==> src/rtl/nsamp_pkg.sv <==
package nsamp_pkg;

  typedef enum logic [2:0] {
    ST_IDLE,
    ST_SORT,
    ST_FETCH_CNT,
    ST_FETCH_TRIPLE,
    ST_CHECK,
    ST_EMIT,
    ST_NEXT
  } walk_state_e;

endpackage

==> src/rtl/nsamp_target_sorter.sv <==
module nsamp_target_sorter #(
  parameter int MAX_TGT = 8,
  parameter int ID_W    = 6,
  parameter int TS_W    = 16,
  localparam int CNT_W  = $clog2(MAX_TGT + 1),
  localparam int PTR_W  = $clog2(MAX_TGT)
) (
  input  logic             clk,
  input  logic             rst_n,
  input  logic             ins_en,
  input  logic [ID_W-1:0]  ins_id,
  input  logic [TS_W-1:0]  ins_ts,
  input  logic             clr,
  input  logic [PTR_W-1:0] rd_idx,
  output logic [ID_W-1:0]  rd_id,
  output logic [CNT_W-1:0] n_tgt
);

  logic [ID_W-1:0]  id_q [MAX_TGT];
  logic [ID_W-1:0]  id_d [MAX_TGT];
  logic [TS_W-1:0]  ts_q [MAX_TGT];
  logic [TS_W-1:0]  ts_d [MAX_TGT];
  logic [CNT_W-1:0] n_q, n_d;
  logic [MAX_TGT:0] ahead;   // ahead[i+1]: new entry goes in front of slot i
  logic             full, accept;

  assign full   = (n_q == CNT_W'(MAX_TGT));
  assign accept = ins_en && !full;

  // insertion point: first slot that the new entry precedes
  always_comb begin
    ahead[0] = 1'b0;
    for (int i = 0; i < MAX_TGT; i++) begin
      ahead[i+1] = (CNT_W'(i) >= n_q) ||
                   (ins_ts > ts_q[i]) ||
                   ((ins_ts == ts_q[i]) && (ins_id < id_q[i]));
    end
  end

  always_comb begin
    for (int i = 0; i < MAX_TGT; i++) begin
      id_d[i] = id_q[i];
      ts_d[i] = ts_q[i];
      if (accept) begin
        if (ahead[i+1] && !ahead[i]) begin
          id_d[i] = ins_id;
          ts_d[i] = ins_ts;
        end else if (ahead[i] && (i > 0)) begin
          id_d[i] = id_q[(i > 0) ? i - 1 : 0];
          ts_d[i] = ts_q[(i > 0) ? i - 1 : 0];
        end
      end
    end
    if (clr)         n_d = '0;
    else if (accept) n_d = n_q + CNT_W'(1);
    else             n_d = n_q;
  end

  always_ff @(posedge clk or negedge rst_n) begin
    if (!rst_n) begin
      n_q <= '0;
      for (int i = 0; i < MAX_TGT; i++) begin
        id_q[i] <= '0;
        ts_q[i] <= '0;
      end
    end else begin
      n_q <= n_d;
      if (accept) begin
        for (int i = 0; i < MAX_TGT; i++) begin
          id_q[i] <= id_d[i];
          ts_q[i] <= ts_d[i];
        end
      end
    end
  end

  assign rd_id = id_q[rd_idx];
  assign n_tgt = n_q;

  // list stays ordered newest first, lower id first on ties
  generate
    for (genvar g = 0; g < MAX_TGT - 1; g++) begin : g_order_chk
      p_sorted_r2: assert property (@(posedge clk) disable iff (!rst_n)
        (CNT_W'(g + 1) < n_q) |->
          ((ts_q[g] > ts_q[g+1]) ||
           ((ts_q[g] == ts_q[g+1]) && (id_q[g] <= id_q[g+1]))));
    end
  endgenerate

  // a full list drops further loads
  p_cap_r1: assert property (@(posedge clk) disable iff (!rst_n)
    (full && ins_en && !clr) |=> (n_q == CNT_W'(MAX_TGT)));

endmodule

==> src/rtl/nsamp_visited.sv <==
module nsamp_visited #(
  parameter int N_VTX = 64,
  localparam int ID_W = $clog2(N_VTX)
) (
  input  logic            clk,
  input  logic            rst_n,
  input  logic            clr,
  input  logic            set_en,
  input  logic [ID_W-1:0] set_id,
  input  logic [ID_W-1:0] q_id,
  output logic            q_hit
);

  logic [N_VTX-1:0] bits_q, bits_d;

  always_comb begin
    bits_d = bits_q;
    if (clr)         bits_d = '0;
    else if (set_en) bits_d[set_id] = 1'b1;
  end

  always_ff @(posedge clk or negedge rst_n) begin
    if (!rst_n) bits_q <= '0;
    else        bits_q <= bits_d;
  end

  assign q_hit = bits_q[q_id];

  // a marked vertex reads back as visited
  p_mark_r4: assert property (@(posedge clk) disable iff (!rst_n)
    (set_en && !clr) |=> bits_q[$past(set_id)]);

  // batch start wipes the set
  p_clear_r3: assert property (@(posedge clk) disable iff (!rst_n)
    clr |=> (bits_q == '0));

endmodule

==> src/rtl/nsamp_walker.sv <==
module nsamp_walker
  import nsamp_pkg::*;
#(
  parameter int MAX_TGT  = 8,
  parameter int MAX_DEG  = 32,
  parameter int ID_W     = 6,
  parameter int TS_W     = 16,
  parameter int CNT_IN_W = 8,
  localparam int CNT_W   = $clog2(MAX_TGT + 1),
  localparam int PTR_W   = $clog2(MAX_TGT),
  localparam int LIDX_W  = $clog2(MAX_DEG),
  localparam int IDX_W   = $clog2(MAX_DEG + 1),
  localparam int ADDR_W  = ID_W + LIDX_W
) (
  input  logic                clk,
  input  logic                rst_n,
  input  logic                go,
  input  logic [CNT_W-1:0]    n_tgt,
  input  logic [ID_W-1:0]     root_id,
  output logic [PTR_W-1:0]    tgt_idx,
  output logic                list_clr,
  output logic                busy,
  output logic                cnt_rd_en,
  output logic [ID_W-1:0]     cnt_rd_root,
  input  logic [CNT_IN_W-1:0] cnt_rd_data,
  output logic                tri_rd_en,
  output logic [ADDR_W-1:0]   tri_rd_addr,
  input  logic [ID_W-1:0]     tri_rd_nbr,
  input  logic [TS_W-1:0]     tri_rd_ts,
  output logic                vis_clr,
  output logic                vis_set,
  output logic [ID_W-1:0]     vis_set_id,
  input  logic                vis_hit,
  output logic                s_valid,
  input  logic                s_ready,
  output logic [ID_W-1:0]     s_root,
  output logic [ID_W-1:0]     s_nbr,
  output logic [TS_W-1:0]     s_ts,
  output logic                done
);

  walk_state_e      state_q, state_d;
  logic [PTR_W-1:0] tidx_q, tidx_d;
  logic [IDX_W-1:0] idx_q, idx_d;
  logic [IDX_W-1:0] deg_q, deg_d;
  logic             cnt_load_q, cnt_load_d;
  logic [ID_W-1:0]  e_root_q, e_root_d;
  logic [ID_W-1:0]  e_nbr_q, e_nbr_d;
  logic [TS_W-1:0]  e_ts_q, e_ts_d;
  logic             done_q, done_d;
  logic [IDX_W-1:0] cnt_clamp, eff_deg;
  logic             last_tgt;

  assign cnt_clamp = (cnt_rd_data > CNT_IN_W'(MAX_DEG)) ? IDX_W'(MAX_DEG)
                                                         : cnt_rd_data[IDX_W-1:0];
  // the count arrives in the first FETCH_TRIPLE cycle after its read
  assign eff_deg   = cnt_load_q ? cnt_clamp : deg_q;
  assign last_tgt  = ((CNT_W'(tidx_q) + CNT_W'(1)) == n_tgt);

  always_comb begin
    state_d    = state_q;
    tidx_d     = tidx_q;
    idx_d      = idx_q;
    deg_d      = deg_q;
    cnt_load_d = cnt_load_q;
    e_root_d   = e_root_q;
    e_nbr_d    = e_nbr_q;
    e_ts_d     = e_ts_q;
    done_d     = 1'b0;
    cnt_rd_en  = 1'b0;
    tri_rd_en  = 1'b0;
    vis_clr    = 1'b0;
    vis_set    = 1'b0;
    vis_set_id = root_id;
    list_clr   = 1'b0;
    unique case (state_q)
      ST_IDLE: begin
        if (go) state_d = ST_SORT;
      end
      ST_SORT: begin
        vis_clr = 1'b1;
        tidx_d  = '0;
        if (n_tgt == '0) begin
          done_d   = 1'b1;
          list_clr = 1'b1;
          state_d  = ST_IDLE;
        end else begin
          state_d = ST_FETCH_CNT;
        end
      end
      ST_FETCH_CNT: begin
        cnt_rd_en  = 1'b1;
        vis_set    = 1'b1;
        idx_d      = '0;
        cnt_load_d = 1'b1;
        state_d    = ST_FETCH_TRIPLE;
      end
      ST_FETCH_TRIPLE: begin
        cnt_load_d = 1'b0;
        deg_d      = eff_deg;
        if (idx_q >= eff_deg) begin
          state_d = ST_NEXT;
        end else begin
          tri_rd_en = 1'b1;
          state_d   = ST_CHECK;
        end
      end
      ST_CHECK: begin
        if (!vis_hit) begin
          vis_set    = 1'b1;
          vis_set_id = tri_rd_nbr;
          e_root_d   = root_id;
          e_nbr_d    = tri_rd_nbr;
          e_ts_d     = tri_rd_ts;
          state_d    = ST_EMIT;
        end else begin
          idx_d   = idx_q + IDX_W'(1);
          state_d = ST_FETCH_TRIPLE;
        end
      end
      ST_EMIT: begin
        if (s_ready) begin
          idx_d   = idx_q + IDX_W'(1);
          state_d = ST_FETCH_TRIPLE;
        end
      end
      ST_NEXT: begin
        if (last_tgt) begin
          done_d   = 1'b1;
          list_clr = 1'b1;
          state_d  = ST_IDLE;
        end else begin
          tidx_d  = tidx_q + PTR_W'(1);
          state_d = ST_FETCH_CNT;
        end
      end
      default: state_d = ST_IDLE;
    endcase
  end

  always_ff @(posedge clk or negedge rst_n) begin
    if (!rst_n) begin
      state_q    <= ST_IDLE;
      tidx_q     <= '0;
      idx_q      <= '0;
      deg_q      <= '0;
      cnt_load_q <= 1'b0;
      e_root_q   <= '0;
      e_nbr_q    <= '0;
      e_ts_q     <= '0;
      done_q     <= 1'b0;
    end else begin
      state_q    <= state_d;
      tidx_q     <= tidx_d;
      idx_q      <= idx_d;
      deg_q      <= deg_d;
      cnt_load_q <= cnt_load_d;
      done_q     <= done_d;
      if (state_q == ST_CHECK) begin
        e_root_q <= e_root_d;
        e_nbr_q  <= e_nbr_d;
        e_ts_q   <= e_ts_d;
      end
    end
  end

  // address generation: root in the high bits, entry index in the low bits
  assign cnt_rd_root = root_id;
  assign tri_rd_addr = {root_id, idx_q[LIDX_W-1:0]};
  assign tgt_idx     = tidx_q;
  assign busy        = (state_q != ST_IDLE);
  assign s_valid     = (state_q == ST_EMIT);
  assign s_root      = e_root_q;
  assign s_nbr       = e_nbr_q;
  assign s_ts        = e_ts_q;
  assign done        = done_q;

  p_hold_r8: assert property (@(posedge clk) disable iff (!rst_n)
    (s_valid && !s_ready) |=>
      (s_valid && $stable(s_root) && $stable(s_nbr) && $stable(s_ts)));

  p_done_pulse_r9: assert property (@(posedge clk) disable iff (!rst_n)
    done |=> !done);

  p_done_quiet_r9: assert property (@(posedge clk) disable iff (!rst_n)
    done |-> (!s_valid && !busy));

  p_rd_excl_r6: assert property (@(posedge clk) disable iff (!rst_n)
    !(cnt_rd_en && tri_rd_en));

  // a count read is always followed by the entry stage
  p_cnt_then_entry_r6: assert property (@(posedge clk) disable iff (!rst_n)
    cnt_rd_en |=> (state_q == ST_FETCH_TRIPLE));

endmodule

==> src/rtl/nbr_sampler.sv <==
module nbr_sampler #(
  parameter int N_VTX    = 64,
  parameter int MAX_TGT  = 8,
  parameter int MAX_DEG  = 32,
  parameter int TS_W     = 16,
  parameter int CNT_IN_W = 8,
  localparam int ID_W    = $clog2(N_VTX),
  localparam int ADDR_W  = ID_W + $clog2(MAX_DEG)
) (
  input  logic                clk,
  input  logic                rst_n,
  input  logic                tgt_load,
  input  logic [ID_W-1:0]     tgt_id,
  input  logic [TS_W-1:0]     tgt_ts,
  input  logic                go,
  output logic                done,
  output logic                cnt_rd_en,
  output logic [ID_W-1:0]     cnt_rd_root,
  input  logic [CNT_IN_W-1:0] cnt_rd_data,
  output logic                tri_rd_en,
  output logic [ADDR_W-1:0]   tri_rd_addr,
  input  logic [ID_W-1:0]     tri_rd_nbr,
  input  logic [TS_W-1:0]     tri_rd_ts,
  output logic                s_valid,
  input  logic                s_ready,
  output logic [ID_W-1:0]     s_root,
  output logic [ID_W-1:0]     s_nbr,
  output logic [TS_W-1:0]     s_ts
);

  localparam int CNT_W = $clog2(MAX_TGT + 1);
  localparam int PTR_W = $clog2(MAX_TGT);

  logic [1:0]       rst_sync_q;
  logic             rst_n_s;
  logic             busy, list_clr;
  logic [CNT_W-1:0] n_tgt;
  logic [PTR_W-1:0] tgt_idx;
  logic [ID_W-1:0]  root_id;
  logic             vis_clr, vis_set, vis_hit;
  logic [ID_W-1:0]  vis_set_id;

  // asynchronous assert, synchronous release
  always_ff @(posedge clk or negedge rst_n) begin
    if (!rst_n) rst_sync_q <= 2'b00;
    else        rst_sync_q <= {rst_sync_q[0], 1'b1};
  end
  assign rst_n_s = rst_sync_q[1];

  nsamp_target_sorter #(
    .MAX_TGT (MAX_TGT),
    .ID_W    (ID_W),
    .TS_W    (TS_W)
  ) u_sorter (
    .clk    (clk),
    .rst_n  (rst_n_s),
    .ins_en (tgt_load && !busy),
    .ins_id (tgt_id),
    .ins_ts (tgt_ts),
    .clr    (list_clr),
    .rd_idx (tgt_idx),
    .rd_id  (root_id),
    .n_tgt  (n_tgt)
  );

  nsamp_visited #(
    .N_VTX (N_VTX)
  ) u_visited (
    .clk    (clk),
    .rst_n  (rst_n_s),
    .clr    (vis_clr),
    .set_en (vis_set),
    .set_id (vis_set_id),
    .q_id   (tri_rd_nbr),
    .q_hit  (vis_hit)
  );

  nsamp_walker #(
    .MAX_TGT  (MAX_TGT),
    .MAX_DEG  (MAX_DEG),
    .ID_W     (ID_W),
    .TS_W     (TS_W),
    .CNT_IN_W (CNT_IN_W)
  ) u_walker (
    .clk         (clk),
    .rst_n       (rst_n_s),
    .go          (go),
    .n_tgt       (n_tgt),
    .root_id     (root_id),
    .tgt_idx     (tgt_idx),
    .list_clr    (list_clr),
    .busy        (busy),
    .cnt_rd_en   (cnt_rd_en),
    .cnt_rd_root (cnt_rd_root),
    .cnt_rd_data (cnt_rd_data),
    .tri_rd_en   (tri_rd_en),
    .tri_rd_addr (tri_rd_addr),
    .tri_rd_nbr  (tri_rd_nbr),
    .tri_rd_ts   (tri_rd_ts),
    .vis_clr     (vis_clr),
    .vis_set     (vis_set),
    .vis_set_id  (vis_set_id),
    .vis_hit     (vis_hit),
    .s_valid     (s_valid),
    .s_ready     (s_ready),
    .s_root      (s_root),
    .s_nbr       (s_nbr),
    .s_ts        (s_ts),
    .done        (done)
  );

endmodule

==> config.mk <==
export PLATFORM = sky130hd
export DESIGN_NAME = nbr_sampler
export DESIGN_NICKNAME = d
export VERILOG_FILES = /design/src/rtl/nsamp_pkg.sv /design/src/rtl/nsamp_target_sorter.sv /design/src/rtl/nsamp_visited.sv /design/src/rtl/nsamp_walker.sv /design/src/rtl/nbr_sampler.sv
export SDC_FILE = /design/constraint.sdc
export NUM_CORES = 1
export LEC_CHECK = 0
export ABC_AREA = 1
export ABC_CLOCK_PERIOD_IN_PS = 17150
export BUFFER_PORTS_ARGS = -buffer_cell sky130_fd_sc_hd__buf_2
export CORE_MARGIN = 2
export CORE_UTILIZATION = 33
export CTS_CLUSTER_DIAMETER = 80
export DETAILED_ROUTE_END_ITERATION = 8
export GPL_TIMING_DRIVEN = 0
export MAX_ROUTING_LAYER = met4
export SYNTH_ARGS = -nofsm -noshare
export SYNTH_HDL_FRONTEND = slang
export SYNTH_SLANG_ARGS = --single-unit
==> constraint.sdc <==
create_clock -name clk -period 17.15 [get_ports clk]
set_input_delay 0 -clock clk [delete_from_list [all_inputs] [get_ports clk]]
set_output_delay 0 -clock clk [all_outputs]
set_load 0.01 [all_outputs]
==> metrics.md <==
| Metric | Value |
|---|---|
| RSZ-0062 raised after global routing | `no` |
| Setup Skew | `0.02261 ns` |
| Final period util | `0.2040` |
| Yosys warnings | `0` |
| Final worst path period need | `3.498 ns` |
| Crit path max-delay family | `simple AND/OR/NAND/NOR gates` |
| Crit path top cell by count | `nand2_1` |
| Dpl hpwl | `42.87 mm` |
| Tightest Hold Check Type | `in -> reg` |
| Final setup fails | `0` |
| PwrDens | `165.9 nW/µm²` |
| Reg-to-reg critical path startpoint | `u_sorter.ts_q[111]` |
| Worst Setup End Kind | `flop` |
| Worst reg2reg setup slack | `13.65 ns` |
| Width of the die | `243.4 µm` |
| Post-synthesis adder-cell area fraction | `0.1185` |
| Final hold viol count | `0` |
| CTS Sinks | `294` |
| GPL Wtd Cong | `0.8718` |
| CTS Buffer Depth | `3` |
| Initial DRT Pass Iterations | `5` |
| Final WL | `55.83 mm` |
| CP Buf/Inv Count | `3` |
| Post-DRT Antenna Nets | `0` |
| Main combinational cell family by area after synthesis | `simple AND/OR/NAND/NOR gates` |
| Average wire per standard cell | `15.63 µm` |
| Hold depth | `6` |
| Syn_area_per_cell | `7.299 µm²` |
| # IOs | `106` |
| Worst-case reg-to-reg path depth | `13` |
| Core Rows | `87` |
| CP Cell Sequence | `inv_1 -> ha_1 -> nand4_1 -> nor3_1 -> nand2_1 -> inv_1 -> o2111ai_1 -> nand3_1 -> nand2_1 -> nand2_1 -> buf_1 -> nand3_1 -> o21ai_0` |
| Worst skew pair latency | `0.55 ns` |
| Leak | `11.35 nW` |
| CP max FO | `10` |
| CP max-delay cell | `buf_1` |
| # fillers | `5886` |
| Root Buffer | `clkbuf_16` |
| Post-CTS Setup Bufs | `0` |
| Vias/cell | `4.838` |
| Vias in the first global route | `16455` |
| EDFF count, synth | `0` |
| Sequential fraction of the synthesis area | `0.3891` |
| Pin count of the biggest net entering global routing | `63` |
| CTS clk-pin slew, worst paths | `0.06 ns` |
| Post-Synthesis Cells | `2590` |
| Final setup TNS | `0 ns` |
| Core Box Area | `56500 µm²` |
| Antenna Cells | `0` |
| Top_reg_cell synth | `dfrtp_1` |
| Min-Delay Endpoint | `u_walker.deg_q[2]` |
| Max Clk Rate | `285.9 MHz` |
| Final Slew Violations | `0` |
| Post-Route Utilization | `0.3943` |
| Top post-synthesis cells by area | `dfrtp_1 39%, nand2_1 17%, ha_1 12%, inv_1 6.5%, o21ai_0 5.5%` |
| Asr flop ratio synth | `1.000` |
| Critical path arrival | `3.94 ns` |
| XOR/XNOR Fraction of Synth Area | `0.003706` |
| DRC viols | `0` |
| Total congestion overflow | `0` |
| Synth Area in Simple Gates | `0.2718` |
| Yosys top cell by area | `dfrtp_1` |
| Overall Global Routing Usage | `0.1947` |
| Worst flop-to-flop path endpoint | `u_sorter.ts_q[106]` |
| Port Buf Inserts | `103` |
| Crit-path max cell delay | `0.51 ns` |
| Area added between synthesis and finish | `17.82%` |
| Nets | `3029` |
| Num CTS Buffers | `37` |
| Top cell type's share of synthesized area | `0.3891` |
| HP Start | `cnt_rd_data[7]` |
| First-pass GRT wire length | `90.83 mm` |
| Post-Syn Nets | `2826` |
| WP data required | `17.59 ns` |
| DRT iter0 DRCs | `1297` |
| Post-synth cell types | `44` |
| Initial antenna violation count | `0` |
| Crit path kind | `reg -> reg` |
| Compound-Gate Fraction of Synth Area | `0.1228` |
| Initial Util | `0.3346` |
| FF+latch count, synth | `294` |
| Headroom to the max-slew limit | `0.3889` |
| DIE AREA | `59220 µm²` |
| Status | `finished, final reports clean` |
| CTS tree | `done` |
| Register Area | `7361 µm²` |
| VDD IR max | `0.08219 mV` |
| Worst Tran Pin Value | `0.9138 ns` |
| Mux contribution to synthesized area | `0` |
| Number of max-cap violations | `0` |
| Share of cells above drive strength 1 | `0.08697` |
| Mapped cell area | `18910 µm²` |
| Die span in y | `243.4 µm` |
| Area of the multi-input gates | `9773 µm²` |
| H-tree levels | `2` |
| Startpoint types | `flop` |
| DR vias | `17285` |
worst register-to-register path, stage by stage, from the launching register on:
cell       delay (ns)
dfrtp_1          0.33
inv_1            0.06
ha_1             0.31
nand4_1          0.15
nor3_1           0.49
nand2_1          0.21
inv_1            0.11
o2111ai_1        0.11
nand3_1          0.32
nand2_1          0.31
nand2_1          0.24
buf_1            0.51
nand3_1          0.16
o21ai_0          0.11
layer usage:
layer	vias up	routed length [µm]	global-route usage
li1	8751	-	-
met1	8020	27170	0.2701
met2	430	24760	0.2976
met3	84	2743	0.02622
met4	0	1164	0.05341
met5	-	0	-
registers in the layout, indices dropped and copies added (netlist names):
register / count
u_walker.state_q: 3
rst_sync_q: 2
u_walker.deg_q: 6
u_walker.idx_q: 6
u_visited.bits_q: 64
u_walker.tgt_idx: 3
u_sorter.ts_q: 128
u_walker.done: 1
u_walker.s_ts: 16
u_walker.s_nbr: 6
u_walker.cnt_load_q: 1
u_walker.s_root: 6
u_sorter.n_tgt: 4
u_sorter.id_q: 48
through the flow:
stage	power (mW)	hold WS [ns]	worst slack, ns	cell area [µm²]	std cells
6_report	3.695	0.05000	13.65	22270	3573
4_1_cts	3.703	0.03014	13.80	22270	3573
2_1_floorplan	2.344	-0.2956	8.350	18910	2590
3_5_place_dp	2.890	-0.2109	13.83	20510	3454
3_3_place_gp	2.858	-0.2134	4.306	20370	3449
5_1_grt	4.053	0.06158	13.49	22270	3573
Yosys cell counts, types with 3 or more instances:
library cell,count
nand3_1,175
nor2_4,7
nor2_1,121
clkbuf_1,78
inv_2,7
buf_6,3
o21a_1,6
a21boi_0,11
a21oi_1,142
nor3_1,15
inv_1,327
o2111ai_1,11
or2_2,5
nand2_2,9
a221oi_1,14
nand3_2,4
buf_2,8
buf_4,18
nand4_1,29
dfrtp_1,294
a31oi_1,8
o21bai_1,7
a211oi_1,5
ha_1,179
o21ai_0,209
xor2_1,5
xnor2_1,3
nor2_2,10
nand2_1,856
o21ai_1,3
cells in the final DEF, fill, tap and decap left out, types with 56 or more instances in the layout:
master	n
nor2_1	121
inv_1	327
a21oi_1	142
nand2_1	856
o21ai_0	209
clkbuf_1	82
nand3_1	175
dlygate4sd3_1	56
buf_2	111
dfrtp_1	293
ha_1	179
where the power goes:
part | total, mW | leakage (nW) | switching [mW] | internal, mW
sequential | 1.11 | 3.87 | 0.157 | 0.950
combinational | 1.80 | 6.88 | 1.21 | 0.598
clock | 0.784 | 0.601 | 0.317 | 0.467
cell type report:
type | count | share of cell area
multi-input cells | 1851 | 0.4388
plain buffers | 109 | 0.02286
clock inverters | 11 | 0.004044
repair buffers | 164 | 0.05449
flip-flops and latches | 294 | 0.3305
inverters | 336 | 0.05685
well taps | 756 | 0.04247
clock buffers | 52 | 0.05005
timing repair:
action / in CTS / in global routing
endpoints found under the hold margin: 57 / 0
setup endpoints to repair: 0 / 0
resized for setup: 0 / 0
hold buffers: 56 / 0
worst max path at each step:
stage | startpoint | end | slack [ns] | cells after the start
after global placement | rst_sync_q[1] | u_sorter.ts_q[10] | 4.31 | 0
final | u_sorter.ts_q[111] | u_sorter.ts_q[106] | 13.65 | 13
after floorplan | rst_sync_q[1] | u_sorter.id_q[0] | 8.35 | 0
after global routing | u_sorter.ts_q[111] | u_sorter.ts_q[105] | 13.49 | 13
after detailed placement | u_sorter.ts_q[111] | u_sorter.ts_q[106] | 13.83 | 13
after CTS | u_sorter.ts_q[111] | u_sorter.ts_q[106] | 13.80 | 13
kinds of logic after synthesis:
family,count (synthesis)
fa+ha+maj,179
simple gates,1239
flops,294
buf+inv,445
compound gates,424
other cells,1
xor+xnor,8
No activity file was read; power rests on OpenSTA's default activity.
